**src/rtl/ipc_pkg.sv**
```systemverilog
package ipc_pkg;

    typedef enum logic [1:0] {
        ST_EMPTY = 2'd0,
        ST_SRC   = 2'd1,
        ST_IPI   = 2'd2
    } pend_state_e;

    typedef enum logic [2:0] {
        OP_NONE    = 3'd0,
        OP_SET_CUR = 3'd1,
        OP_SET_IPR = 3'd2,
        OP_ACCEPT  = 3'd3,
        OP_POLL    = 3'd4,
        OP_EOI     = 3'd5
    } op_e;

    typedef struct packed {
        logic set_cur;
        logic set_ipr;
        logic accept;
        logic poll;
        logic eoi;
        logic dlv;
    } act_t;

endpackage

```
**src/rtl/ipc_cmd_dec.sv**
```systemverilog
module ipc_cmd_dec
    import ipc_pkg::*;
(
    input  logic       cmd_valid,
    input  logic [2:0] cmd_op,
    input  logic       dlv_valid,
    output logic       cmd_ready,
    output logic       dlv_ready,
    output act_t       act
);

    assign cmd_ready = 1'b1;
    // a command always wins the cycle; deliveries wait
    assign dlv_ready = !cmd_valid;

    always_comb begin
        act     = '0;
        act.dlv = dlv_valid && !cmd_valid;
        if (cmd_valid) begin
            unique case (cmd_op)
                OP_SET_CUR: act.set_cur = 1'b1;
                OP_SET_IPR: act.set_ipr = 1'b1;
                OP_ACCEPT:  act.accept  = 1'b1;
                OP_POLL:    act.poll    = 1'b1;
                OP_EOI:     act.eoi     = 1'b1;
                default:    act.dlv     = 1'b0;
            endcase
        end
    end

endmodule

```
**src/rtl/ipc_pend_fsm.sv**
```systemverilog
module ipc_pend_fsm
    import ipc_pkg::*;
#(
    parameter int SRC_W   = 24,
    parameter int PRIO_W  = 8,
    parameter int IPI_SRC = 2
) (
    input  logic                      clk,
    input  logic                      rst_n,
    input  act_t                      act,
    input  logic [PRIO_W+SRC_W-1:0]   cmd_data,
    input  logic [SRC_W-1:0]          dlv_src,
    input  logic [PRIO_W-1:0]         dlv_prio,
    output logic                      irq_out,
    output logic                      rsp_valid,
    output logic [PRIO_W+SRC_W-1:0]   rsp_data,
    output logic                      rej_valid,
    output logic [SRC_W-1:0]          rej_src,
    output logic                      eoi_valid,
    output logic [SRC_W-1:0]          eoi_src,
    output logic                      resend_pulse
);

    localparam int STAT_W = PRIO_W + SRC_W;
    localparam logic [PRIO_W-1:0] PRIO_OFF = {PRIO_W{1'b1}};
    localparam logic [SRC_W-1:0]  IPI_NUM  = SRC_W'(IPI_SRC);

    pend_state_e         state_q, state_d;
    logic [PRIO_W-1:0]   cur_q, cur_d, pend_q, pend_d, ipr_q, ipr_d;
    logic [SRC_W-1:0]    src_q, src_d;
    logic                irq_q, irq_d;
    logic                rej_d, eoi_d, rsd_d, rspv_d;
    logic [SRC_W-1:0]    rej_src_d, eoi_src_d;
    logic [STAT_W-1:0]   rsp_d;

    logic                pending, ipi_try;
    logic [PRIO_W-1:0]   new_prio, ipi_prio;

    assign pending  = (state_q != ST_EMPTY);
    assign new_prio = cmd_data[PRIO_W-1:0];
    assign ipi_prio = act.set_ipr ? new_prio : ipr_q;

    // state register
    always_ff @(posedge clk) begin
        if (!rst_n) begin
            state_q      <= ST_EMPTY;
            cur_q        <= '0;
            src_q        <= '0;
            pend_q       <= PRIO_OFF;
            ipr_q        <= PRIO_OFF;
            irq_q        <= 1'b0;
            rej_valid    <= 1'b0;
            rej_src      <= '0;
            eoi_valid    <= 1'b0;
            eoi_src      <= '0;
            resend_pulse <= 1'b0;
            rsp_valid    <= 1'b0;
            rsp_data     <= '0;
        end else begin
            state_q      <= state_d;
            cur_q        <= cur_d;
            src_q        <= src_d;
            pend_q       <= pend_d;
            ipr_q        <= ipr_d;
            irq_q        <= irq_d;
            rej_valid    <= rej_d;
            rej_src      <= rej_src_d;
            eoi_valid    <= eoi_d;
            eoi_src      <= eoi_src_d;
            resend_pulse <= rsd_d;
            rsp_valid    <= rspv_d;
            rsp_data     <= rsp_d;
        end
    end

    // next state and outputs
    always_comb begin
        state_d   = state_q;
        cur_d     = cur_q;
        src_d     = src_q;
        pend_d    = pend_q;
        ipr_d     = ipr_q;
        irq_d     = irq_q;
        rej_d     = 1'b0;
        rej_src_d = '0;
        eoi_d     = 1'b0;
        eoi_src_d = '0;
        rsd_d     = 1'b0;
        rspv_d    = 1'b0;
        rsp_d     = '0;
        ipi_try   = 1'b0;

        if (act.set_cur) begin
            cur_d = new_prio;
            if (new_prio < cur_q) begin
                if (pending && (new_prio <= pend_q)) begin
                    if (state_q == ST_SRC) begin
                        rej_d     = 1'b1;
                        rej_src_d = src_q;
                    end
                    state_d = ST_EMPTY;
                    src_d   = '0;
                    pend_d  = PRIO_OFF;
                    irq_d   = 1'b0;
                end
            end else if (!pending) begin
                rsd_d   = 1'b1;
                ipi_try = 1'b1;
            end
        end else if (act.set_ipr) begin
            ipr_d   = new_prio;
            ipi_try = 1'b1;
        end else if (act.accept || act.poll) begin
            rspv_d = 1'b1;
            rsp_d  = {cur_q, src_q};
            if (act.accept) begin
                state_d = ST_EMPTY;
                cur_d   = pend_q;
                src_d   = '0;
                pend_d  = PRIO_OFF;
                irq_d   = 1'b0;
            end
        end else if (act.eoi) begin
            cur_d     = cmd_data[STAT_W-1:SRC_W];
            eoi_d     = 1'b1;
            eoi_src_d = cmd_data[SRC_W-1:0];
            if (!pending) begin
                rsd_d   = 1'b1;
                ipi_try = 1'b1;
            end
        end else if (act.dlv) begin
            if ((dlv_prio >= cur_q) || (pending && (pend_q <= dlv_prio))) begin
                rej_d     = 1'b1;
                rej_src_d = dlv_src;
            end else begin
                if (state_q == ST_SRC) begin
                    rej_d     = 1'b1;
                    rej_src_d = src_q;
                end
                state_d = ST_SRC;
                src_d   = dlv_src;
                pend_d  = dlv_prio;
                irq_d   = 1'b1;
            end
        end

        if (ipi_try && (ipi_prio < cur_d) && !(pending && (pend_q <= ipi_prio))) begin
            unique case (state_q)
                ST_SRC: begin
                    rej_d     = 1'b1;
                    rej_src_d = src_q;
                end
                default: rej_d = rej_d;
            endcase
            state_d = ST_IPI;
            src_d   = IPI_NUM;
            pend_d  = ipi_prio;
            irq_d   = 1'b1;
        end
    end

    assign irq_out = irq_q;

    p_dlv_refused_r2: assert property (@(posedge clk) disable iff (!rst_n)
        act.dlv && (dlv_prio >= cur_q) |=> rej_valid && (rej_src == $past(dlv_src)) && $stable(src_q));

    p_line_follows_pending_r3: assert property (@(posedge clk) disable iff (!rst_n)
        irq_out == (src_q != '0));

    p_accept_empties_r4: assert property (@(posedge clk) disable iff (!rst_n)
        act.accept |=> !irq_out && (src_q == '0) && (pend_q == PRIO_OFF) && (cur_q == $past(pend_q)));

    p_poll_quiet_r5: assert property (@(posedge clk) disable iff (!rst_n)
        act.poll |=> rsp_valid && $stable(src_q) && $stable(cur_q) && $stable(irq_out));

    p_eoi_forward_r9: assert property (@(posedge clk) disable iff (!rst_n)
        act.eoi |=> eoi_valid && (eoi_src == $past(cmd_data[SRC_W-1:0]))
                    && (cur_q == $past(cmd_data[STAT_W-1:SRC_W])));

endmodule

```
**src/rtl/intr_present_ctrl.sv**
```systemverilog
module intr_present_ctrl
    import ipc_pkg::*;
#(
    parameter int SRC_W   = 24,
    parameter int PRIO_W  = 8,
    parameter int IPI_SRC = 2
) (
    input  logic                     clk,
    input  logic                     rst_n,
    input  logic                     cmd_valid,
    output logic                     cmd_ready,
    input  logic [2:0]               cmd_op,
    input  logic [PRIO_W+SRC_W-1:0]  cmd_data,
    output logic                     rsp_valid,
    output logic [PRIO_W+SRC_W-1:0]  rsp_data,
    input  logic                     dlv_valid,
    output logic                     dlv_ready,
    input  logic [SRC_W-1:0]         dlv_src,
    input  logic [PRIO_W-1:0]        dlv_prio,
    output logic                     irq_out,
    output logic                     rej_valid,
    output logic [SRC_W-1:0]         rej_src,
    output logic                     eoi_valid,
    output logic [SRC_W-1:0]         eoi_src,
    output logic                     resend_pulse
);

    act_t act;

    ipc_cmd_dec u_dec (
        .cmd_valid (cmd_valid),
        .cmd_op    (cmd_op),
        .dlv_valid (dlv_valid),
        .cmd_ready (cmd_ready),
        .dlv_ready (dlv_ready),
        .act       (act)
    );

    ipc_pend_fsm #(
        .SRC_W   (SRC_W),
        .PRIO_W  (PRIO_W),
        .IPI_SRC (IPI_SRC)
    ) u_fsm (
        .clk          (clk),
        .rst_n        (rst_n),
        .act          (act),
        .cmd_data     (cmd_data),
        .dlv_src      (dlv_src),
        .dlv_prio     (dlv_prio),
        .irq_out      (irq_out),
        .rsp_valid    (rsp_valid),
        .rsp_data     (rsp_data),
        .rej_valid    (rej_valid),
        .rej_src      (rej_src),
        .eoi_valid    (eoi_valid),
        .eoi_src      (eoi_src),
        .resend_pulse (resend_pulse)
    );

    p_cmd_beats_dlv_r10: assert property (@(posedge clk) disable iff (!rst_n)
        cmd_valid |-> !dlv_ready);

endmodule

```
**config.mk**
```make
export PLATFORM = sky130hd
export DESIGN_NAME = intr_present_ctrl
export DESIGN_NICKNAME = d
export VERILOG_FILES = /design/src/rtl/ipc_pkg.sv /design/src/rtl/ipc_cmd_dec.sv /design/src/rtl/ipc_pend_fsm.sv /design/src/rtl/intr_present_ctrl.sv
export SDC_FILE = /design/constraint.sdc
export NUM_CORES = 1
export LEC_CHECK = 0
export BUFFER_PORTS_ARGS = -buffer_cell sky130_fd_sc_hd__buf_2
export CELL_PAD_IN_SITES_DETAIL_PLACEMENT = 0
export CELL_PAD_IN_SITES_GLOBAL_PLACEMENT = 1
export CORE_MARGIN = 3
export CORE_UTILIZATION = 43
export CTS_CLUSTER_SIZE = 14
export DETAILED_ROUTE_END_ITERATION = 16
export PLACE_DENSITY = 0.88
export SLEW_MARGIN = 20
export SYNTH_ARGS = -nofsm -noshare
export SYNTH_HDL_FRONTEND = slang
export SYNTH_HIERARCHICAL = 1
export SYNTH_SLANG_ARGS = --single-unit
```
**constraint.sdc**
```tcl
create_clock -name clk -period 9.95 [get_ports clk]
set_input_delay 2.4875 -clock clk [delete_from_list [all_inputs] [get_ports clk]]
set_output_delay 2.4875 -clock clk [all_outputs]
set_load 0.05 [all_outputs]
```
==> results of run 1 <==
## power by group
part	total (uW)	switching [uW]	leakage, uW	internal [uW]
registers	564	9.64	0.00109	554
logic	158	98.5	0.00208	59.9
clock network	649	238	0.000298	411
## through the flow
stage	utilization, %	hold slack [ps]	area [um^2]
floorplan	-	437	5820
global placement	51.8	452	6700
detailed placement	51.8	460	6700
CTS	56.6	472	7320
global route	56.7	493	7330
finish	56.7	469	7330
## registers in the layout, indices dropped and copies added, names as in the netlist
| name | count |
|---|---|
| u_fsm/state_q | 2 |
| u_fsm/cur_q | 8 |
| u_fsm/pend_q | 8 |
| u_fsm/eoi_valid | 1 |
| u_fsm/src_q | 24 |
| u_fsm/ipr_q | 8 |
| u_fsm/rsp_valid | 1 |
| u_fsm/rej_valid | 1 |
| u_fsm/resend_pulse | 1 |
| u_fsm/eoi_src | 24 |
| u_fsm/rej_src | 24 |
| u_fsm/irq_out | 1 |
| u_fsm/rsp_data | 32 |
## synth_stat cells, types with 7 or more instances
| library cell | instances | area share, % |
|---|---|---|
| o21ai_0 | 11 | 0.95 |
| a22o_1 | 24 | 3.6 |
| nor2b_1 | 15 | 1.6 |
| dfxtp_1 | 135 | 46 |
| mux2i_1 | 7 | 1.2 |
| nand2_1 | 31 | 2.0 |
| ha_1 | 46 | 9.9 |
| mux2_2 | 8 | 1.5 |
| inv_1 | 34 | 2.2 |
| nor2_1 | 40 | 2.6 |
| nor3_1 | 10 | 0.86 |
| nand3_1 | 26 | 2.2 |
| a21oi_1 | 16 | 1.4 |
| buf_2 | 8 | 0.69 |
| a221o_1 | 9 | 1.5 |
| and2_1 | 52 | 5.6 |
| clkbuf_1 | 22 | 1.4 |
| a22oi_1 | 35 | 4.5 |
## cell families after synthesis
logic type               count (synthesis)  share of synthesized area [%]
adder cells (fa/ha/maj)                 46                           9.88
multiplexers                            15                           2.75
buffers and inverters                   68                           4.88
AND/OR/NAND/NOR                        201                           18.8
flip-flops                             135                           46.4
AO/OA/AOI/OAI                          129                           17.3
other                                    1                         0.0644
## routing by layer
metal	global-route usage [%]	part of all wire, %	vias to the layer above
li1	-	-	2405
met1	25.3	44	2286
met2	34.5	50	155
met3	4.56	4.8	21
met4	8.75	1.6	0
met5	0	0	-
## path summary, 6_finish.rpt
path         slack (ps)            from  depth (start not counted)               to
min                 470  u_fsm/ipr_q[1]                          2   u_fsm/ipr_q[1]
min reg2reg         470  u_fsm/ipr_q[1]                          2   u_fsm/ipr_q[1]
max                3680       cmd_valid                         14  u_fsm/src_q[20]
max reg2reg        6590  u_fsm/cur_q[3]                         10  u_fsm/src_q[20]
## layout by cell type (no fill, tap or decap), drive strengths merged, types with 3 or more instances in the layout
cell type,netlist,final
buf,12,161
dfxtp,135,135
and2,52,52
ha,46,46
nor2,40,40
inv,34,38
a22oi,35,35
nand2,31,31
nand3,26,26
a22o,24,24
clkbuf,22,19
a21oi,16,16
nor2b,15,15
o21ai,14,14
nor3,10,10
a221o,9,9
mux2,8,8
mux2i,7,7
nand2b,6,6
a211oi,5,5
a21o,5,5
nand4,4,4
a31oi,4,4
and4b,4,4
clkinvlp,0,3
bufinv,0,3
and4bb,3,3
o211ai,3,3
and3,3,3
clkinv,0,3
a221oi,3,3
## area by class of cell
class | instances | share of cell area (%)
clock buffers | 19 | 6.18
flip-flops and latches | 135 | 36.9
well taps | 172 | 2.94
clock inverters | 13 | 2.31
repair buffers | 161 | 11.2
multi-input cells | 392 | 38.7
diodes | 1 | 0.0342
inverters | 34 | 1.74
## critical path: stages
cell and delay, ps:
buf_2 130, and4bb_2 260, nand2b_1 340, nor2_1 440, a22oi_1 130, o21ai_0 180, mux2i_1 110, ha_1 360
a2111oi_2 490, a2111oi_4 140, nor4_4 280, buf_4 300, nand2b_1 760, nor2_1 120
==> impl_metrics.tcl, run 1 <==
set metrics [dict create \
    synth_fp_nets 712 \
    netlist-cell-type-count 50 \
    root_buffer "clkbuf_16" \
    synth.yosys.warnings 6 \
    hold_buffers 0 \
    drtPass1Iterations 7 \
    multi_input_area_um2 2840 \
    clock_path_buffers 2 \
    ant_nets 0 \
    post_drt_wl_per_cell_um 16.5 \
    stdcell_count 927 \
    pin_count 158 \
    grt.overflow.total 0 \
    finalPower_uw 1370 \
    nNetsFinal 858 \
    fill_cells 1164 \
    dp_slack_ps 3330 \
    fin_skew_ps 11.3 \
    worst_slew_pin_slew_ps 1010 \
    leakage_uw 0.00347 \
    htreeDepth 4 \
    synth_flop_cell "dfxtp_1" \
    drive_gt1_share_pct 28.2 \
    drcViolationCount 0 \
    vdd_drop_max_v 0.0000999 \
    power_density_nw_per_um2 187 \
    syn_inst 595 \
    tns_ps 0 \
    grt_pass1_wl_um 24000 \
    place.gp.congestion 0.864 \
    start_util_pct 45.1 \
    syn_area_um2 5820 \
    grt_pass1_vias 4794 \
    fin_crit_ps 6270 \
    place_hpwl_um 11300 \
    post-route-period-util_pct 63.0 \
    drt_iter0_drc 317 \
    finalSetupViolCount 0 \
    wl_um 15300 \
    hp-class "reg -> reg" \
    clk_pin_slew_ps 60 \
    maxCapViolCount 0 \
    num_rows 41 \
    die_y_um 122 \
    synth-seq-cells 135 \
    clk_latency_ps 420 \
    crit_required_ps 10210 \
    port_buffers 156 \
    worstSetupStartpointType "primary input" \
    antenna_found_initial 1 \
    finalHoldViolCount 0 \
    rsz0062_at_grt "false" \
    cts_tree "yes" \
    clock_sinks 135 \
    slew_headroom_pct 32.6 \
    maxSlewViolCount 0 \
    syn_area_per_cell_um2 9.79 \
    via_per_inst 5.25 \
    cts-buffers-inserted 17 \
    grt_max_degree 34 \
    die_area_um2 15000 \
    register_area_um2 2700 \
    cp_max_fo 24 \
    clock.fmax_ghz 0.160 \
    grt_use_total_pct 20.5 \
    async_reset_ff_share_pct 0 \
    crit_arrival_ps 6530 \
    fin_ws_ps 3680 \
    yosysSeqAreaShare_pct 46.4 \
    cts.repair.resized 0 \
    area_delta_synth_final_pct 25.8 \
    cts_setup_buffers 0 \
    synth_edf_count 0 \
    status "complete, no violations" \
    dieWidth_um 122 \
    crit_path_end_kind "flop" \
    core_um2 12900 \
    num_vias 4867 \
    critPathKind "in -> reg" \
    placedCellCount 894 \
]
Note: power is estimated with default switching activity, not from simulation.
==> inputs of run 2 (changes only) <==
- CORE_UTILIZATION: 43 -> 36
- PLACE_DENSITY: 0.88 -> 0.78
- clock period: 9.95 -> 5.2 ns (I/O delays scaled with it)
==> impl_metrics.tcl, run 2 (synthesis gave the netlist of run 1 again) <==
set metrics [dict create \
    grt.overflow.total 0 \
    leakage_uw 0.00343 \
    post-route-period-util_pct 83.0 \
    worst_slew_pin_slew_ps 976 \
    maxSlewViolCount 0 \
    path_delay_family "compound AO/OA/AOI/OAI gates" \
    post_drt_wl_per_cell_um 16.9 \
    htreeDepth 4 \
    drt_iter0_drc 326 \
    clock_sinks 135 \
    fin_crit_ps 4320 \
    area_delta_synth_final_pct 25.4 \
    finalSetupViolCount 0 \
    r2r_cells 10 \
    hold_ws_ps 468 \
    antenna_cells 0 \
    hold_buffers 0 \
    tns_ps 0 \
    clock_path_buffers 2 \
    crit_arrival_ps 4660 \
    final_common_cell "buf_2" \
    final_area_um2 7300 \
    rrSetupSlack_ps 2210 \
    grt_pass1_vias 4925 \
    port_buffers 156 \
    cts.repair.resized 0 \
    clk_pin_slew_ps 60 \
    antenna_found_initial 0 \
    grt_pass1_wl_um 25600 \
    clock.fmax_ghz 0.232 \
    hold_end "u_fsm/ipr_q[5]" \
    layout_common_cells "buf_2, dfxtp_1, and2_1" \
    crit_chain "buf_2, and4b_2, inv_1, nor2_1, a22oi_1, o21ai_0, mux2i_1, ha_1, a2111oi_2, a2111oi_4, nor4_4, buf_4, o311a_4, a22o_1" \
    crit_path_end_kind "flop" \
    place_hpwl_um 12200 \
    cts_tree "yes" \
    grt_max_degree 36 \
    num_rows 45 \
    wl_um 16300 \
    drcViolationCount 0 \
    dieWidth_um 133 \
    via_per_inst 5.14 \
    path_buf_inv 3 \
    whs_path_depth 2 \
    multi_input_area_um2 2840 \
    slowest_delay_ps 490 \
    die_y_um 133 \
    status "complete, no violations" \
    critPathKind "in -> reg" \
    fill_cells 1508 \
    die_area_um2 17700 \
    r2r-end "u_fsm/rej_src[11]" \
    slew_headroom_pct 34.9 \
    hp-class "reg -> reg" \
    core_um2 15500 \
    place.gp.congestion 0.890 \
    largest_reg_flops 32 \
    drive_gt1_share_pct 28.4 \
    dpl-instance-area_um2 6780 \
    cp_slowest_cell "a2111oi_2" \
    rsz0062_at_grt "false" \
    register_area_um2 2700 \
    root_buffer "clkbuf_16" \
    power_density_nw_per_um2 337 \
    worstSetupStartpointType "primary input" \
    finalHoldViolCount 0 \
    vdd_drop_max_v 0.000223 \
    drtPass1Iterations 5 \
    num_vias 4968 \
    start_util_pct 37.5 \
    clk_latency_ps 410 \
    fin_skew_ps 6.66 \
    pin_count 158 \
    ant_nets 0 \
    nNetsFinal 861 \
    maxCapViolCount 0 \
    r2r-start "u_fsm/cur_q[6]" \
    cts_setup_buffers 0 \
    grt_use_total_pct 18.1 \
    hold_start "u_fsm/ipr_q[5]" \
    regMostFlops "u_fsm/rsp_data" \
    crit_required_ps 5550 \
    cp_max_fo 24 \
    cts-buffers-inserted 17 \
]
-- run 2: changes by cell type in the layout (fill, tap and decap cells not counted) --
| cell | before | now |
|---|---|---|
| buf_4 | 5 | 8 |
| bufinv_16 | 3 | 0 |
| clkbuf_8 | 2 | 0 |
| clkinvlp_4 | 3 | 5 |
| clkbuf_1 | 0 | 1 |
| clkinv_2 | 2 | 3 |
| diode_2 | 1 | 0 |
| nor2_1 | 40 | 39 |
| nor2_2 | 0 | 1 |
-- run 2: metal layers --
layer	track usage (%)	vias to the layer above	part of all wire, %
met1	23.6	2351	44
met5	0	-	0
met4	7.31	0	1.3
li1	-	2417	-
met2	29.4	180	48
met3	3.59	20	6.5
-- run 2: cell type report --
class | count | share of cell area [%]
Sequential cell | 135 | 37.0
Clock buffer | 18 | 5.88
Inverter | 34 | 1.75
Multi-Input combinational cell | 392 | 38.9
Tap cell | 211 | 3.61
Timing Repair Buffer | 164 | 11.5
Clock inverter | 13 | 1.35
-- run 2: worst min-delay path, stage by stage (launching register included) --
cell and delay (ps):
dfxtp_1 320, nand2_1 50, nand3_1 70
-- run 2: how the worst max path moves through the flow --
stage                        endpoint      start  depth (start not counted)  slack (ps)
floorplan             u_fsm/src_q[10]  cmd_op[0]                         12         740
global placement    u_fsm/rej_src[11]  cmd_op[2]                         14         540
detailed placement   u_fsm/rej_src[9]  cmd_op[2]                         14         480
CTS                  u_fsm/rej_src[6]  cmd_op[2]                         14         920
global route         u_fsm/rej_src[3]  cmd_op[2]                         14         580
finish              u_fsm/rej_src[11]  cmd_op[2]                         14         880
-- run 2: where the power goes --
part / internal [uW] / switching, uW / leakage, uW
Combinational: 116 / 192 / 0.00209
Clock: 610 / 459 / 0.000247
Sequential: 1060 / 21.4 / 0.00109
-- run 2: per-stage QoR --
step / worst slack [ps] / power [uW] / std cells / util (%)
after floorplan: 738 / 1300 / 595 / -
after global placement: 536 / 1400 / 936 / 43.6
after detailed placement: 479 / 1410 / 936 / 43.6
after CTS: 921 / 2480 / 967 / 47.0
after global routing: 576 / 2560 / 967 / 47.0
final: 885 / 2460 / 967 / 47.0
==> inputs of run 3 (changes only) <==
- clock period: 5.2 -> 3.6 ns (I/O delays scaled with it)
==> impl_metrics.tcl, run 3 (synthesis gave the netlist of run 1 again) <==
set metrics [dict create \
    grt_pass1_wl_um 26000 \
    slew_headroom_pct 33.2 \
    grt_pass1_vias 4996 \
    num_rows 45 \
    drtPass1Iterations 5 \
    cts_tree "yes" \
    place_hpwl_um 12500 \
    maxSlewViolCount 0 \
    worstSetupStartpointType "primary input" \
    drcViolationCount 0 \
    grt.overflow.total 0 \
    place.gp.congestion 0.848 \
    antenna_cells 0 \
    dieWidth_um 133 \
    drive_gt1_share_pct 33.2 \
    grt_use_met1_pct 22.8 \
    largest_reg_flops 32 \
    crit_path_end_kind "flop" \
    layout_common_cells "buf_2, dfxtp_1, and2_1" \
    regMostFlops "u_fsm/rsp_data" \
    post_drt_wl_per_cell_um 17.4 \
    leakage_uw 0.00367 \
    antenna_found_initial 0 \
    crit_arrival_ps 3820 \
    wl_um 17600 \
    clk_pin_slew_ps 60 \
    r2r_cells 10 \
    grt_util_met2_pct 31.0 \
    r2r-end "u_fsm/rej_src[5]" \
    worst_slew_pin_slew_ps 1000 \
    die_area_um2 17700 \
    hp-class "reg -> reg" \
    area_delta_synth_final_pct 33.8 \
    cp_max_fo 6 \
    hold_buffers 0 \
    num_vias 5166 \
    crit_required_ps 3910 \
    critPathKind "in -> reg" \
    via_per_inst 5.14 \
    nNetsFinal 899 \
    status "complete, no violations" \
    grt_busiest_layer "met2" \
    critPathLaunch "cmd_op[0]" \
    finalHoldViolCount 0 \
    grt_use_total_pct 18.6 \
    port_buffers 156 \
    fin_skew_ps 6.91 \
    clock_path_buffers 2 \
    fin_crit_ps 3520 \
    clk_latency_ps 420 \
    die_y_um 133 \
    clock.fmax_ghz 0.284 \
    fin_util_pct 50.2 \
    crit_end "u_fsm/rej_src[5]" \
    grtUsageMet3_pct 4.80 \
    start_util_pct 37.5 \
    cts-buffers-inserted 17 \
    post-route-period-util_pct 97.7 \
    grt_max_degree 31 \
    power_density_nw_per_um2 485 \
    vdd_drop_max_v 0.000326 \
    finalSetupViolCount 0 \
    final_common_cell "buf_2" \
    hold_ws_ps 466 \
    pin_count 158 \
    core_um2 15500 \
    htreeDepth 4 \
    clock_sinks 135 \
    ant_nets 0 \
    drt_iter0_drc 350 \
    rrSetupSlack_ps 560 \
    maxCapViolCount 0 \
    root_buffer "clkbuf_16" \
    r2r-start "u_fsm/cur_q[4]" \
]
-- run 3: cell count changes in the layout (fill, tap and decap cells not counted), moves of 3 or more --
cell	before	now
clkinv_2	3	0
o21ai_0	11	8
buf_4	8	39
buf_12	0	3
o21ai_1	3	6
-- run 3: power breakdown --
part | switching, uW | leakage, uW | internal [uW]
Combinational | 301 | 0.00230 | 203
Clock | 708 | 0.000281 | 1010
Sequential | 27.1 | 0.00109 | 1530
Total | 1040 | 0.00367 | 2740
-- run 3: area by class of cell --
type | instances | area (um^2)
Clock inverter | 13 | 136
Clock buffer | 19 | 453
Fill cell | 1495 | 7740
Inverter | 34 | 128
Sequential cell | 135 | 2700
Timing Repair Buffer | 199 | 1140
Multi-Input combinational cell | 395 | 2970
Tap cell | 211 | 264
-- run 3: what timing repair did --
action,in CTS,in global routing
endpoints found under the setup margin,1,57
resized for setup,2,13
buffers inserted,0,3
cloned,0,3
pin swaps,0,9
-- run 3: worst min path at each step --
stage / start / to / slack [ps] / depth (start not counted)
after floorplan: u_fsm/ipr_q[1] / u_fsm/ipr_q[1] / 440 / 2
after global placement: u_fsm/ipr_q[5] / u_fsm/ipr_q[5] / 450 / 2
after detailed placement: u_fsm/ipr_q[7] / u_fsm/ipr_q[7] / 460 / 2
after CTS: u_fsm/ipr_q[7] / u_fsm/ipr_q[7] / 470 / 2
after global routing: u_fsm/ipr_q[2] / u_fsm/ipr_q[2] / 490 / 2
final: u_fsm/ipr_q[7] / u_fsm/ipr_q[7] / 470 / 2
-- run 3: worst max-delay path, stage by stage --
cell       delay, ps
buf_2            140
and4bb_2         260
nand2b_4         180
buf_4            160
a22oi_1          180
o21ai_0          100
mux2i_1          220
ha_2             250
o21ai_1           80
nand2b_1          90
a21oi_2           70
a2111oi_4        250
nor4_4            80
buf_6            150
o311a_4          440
a22o_1           250
-- run 3: per-layer routing --
layer	wire (um)	up-vias
li1	-	2501
met1	7470	2424
met2	8290	205
met3	1340	36
met4	453	0
met5	0	-
-- run 3: stage by stage --
step	setup TNS [ps]	power [uW]	setup slack, ps	cells	instance area (um^2)
floorplan	0	1890	6.88	595	5910
global placement	-15430	2060	-338	968	7090
detailed placement	-20110	2080	-433	968	7090
CTS	0	3800	59.7	1000	7680
global route	-57.0	3930	-14.9	1006	7790
finish	0	3780	81.6	1006	7790
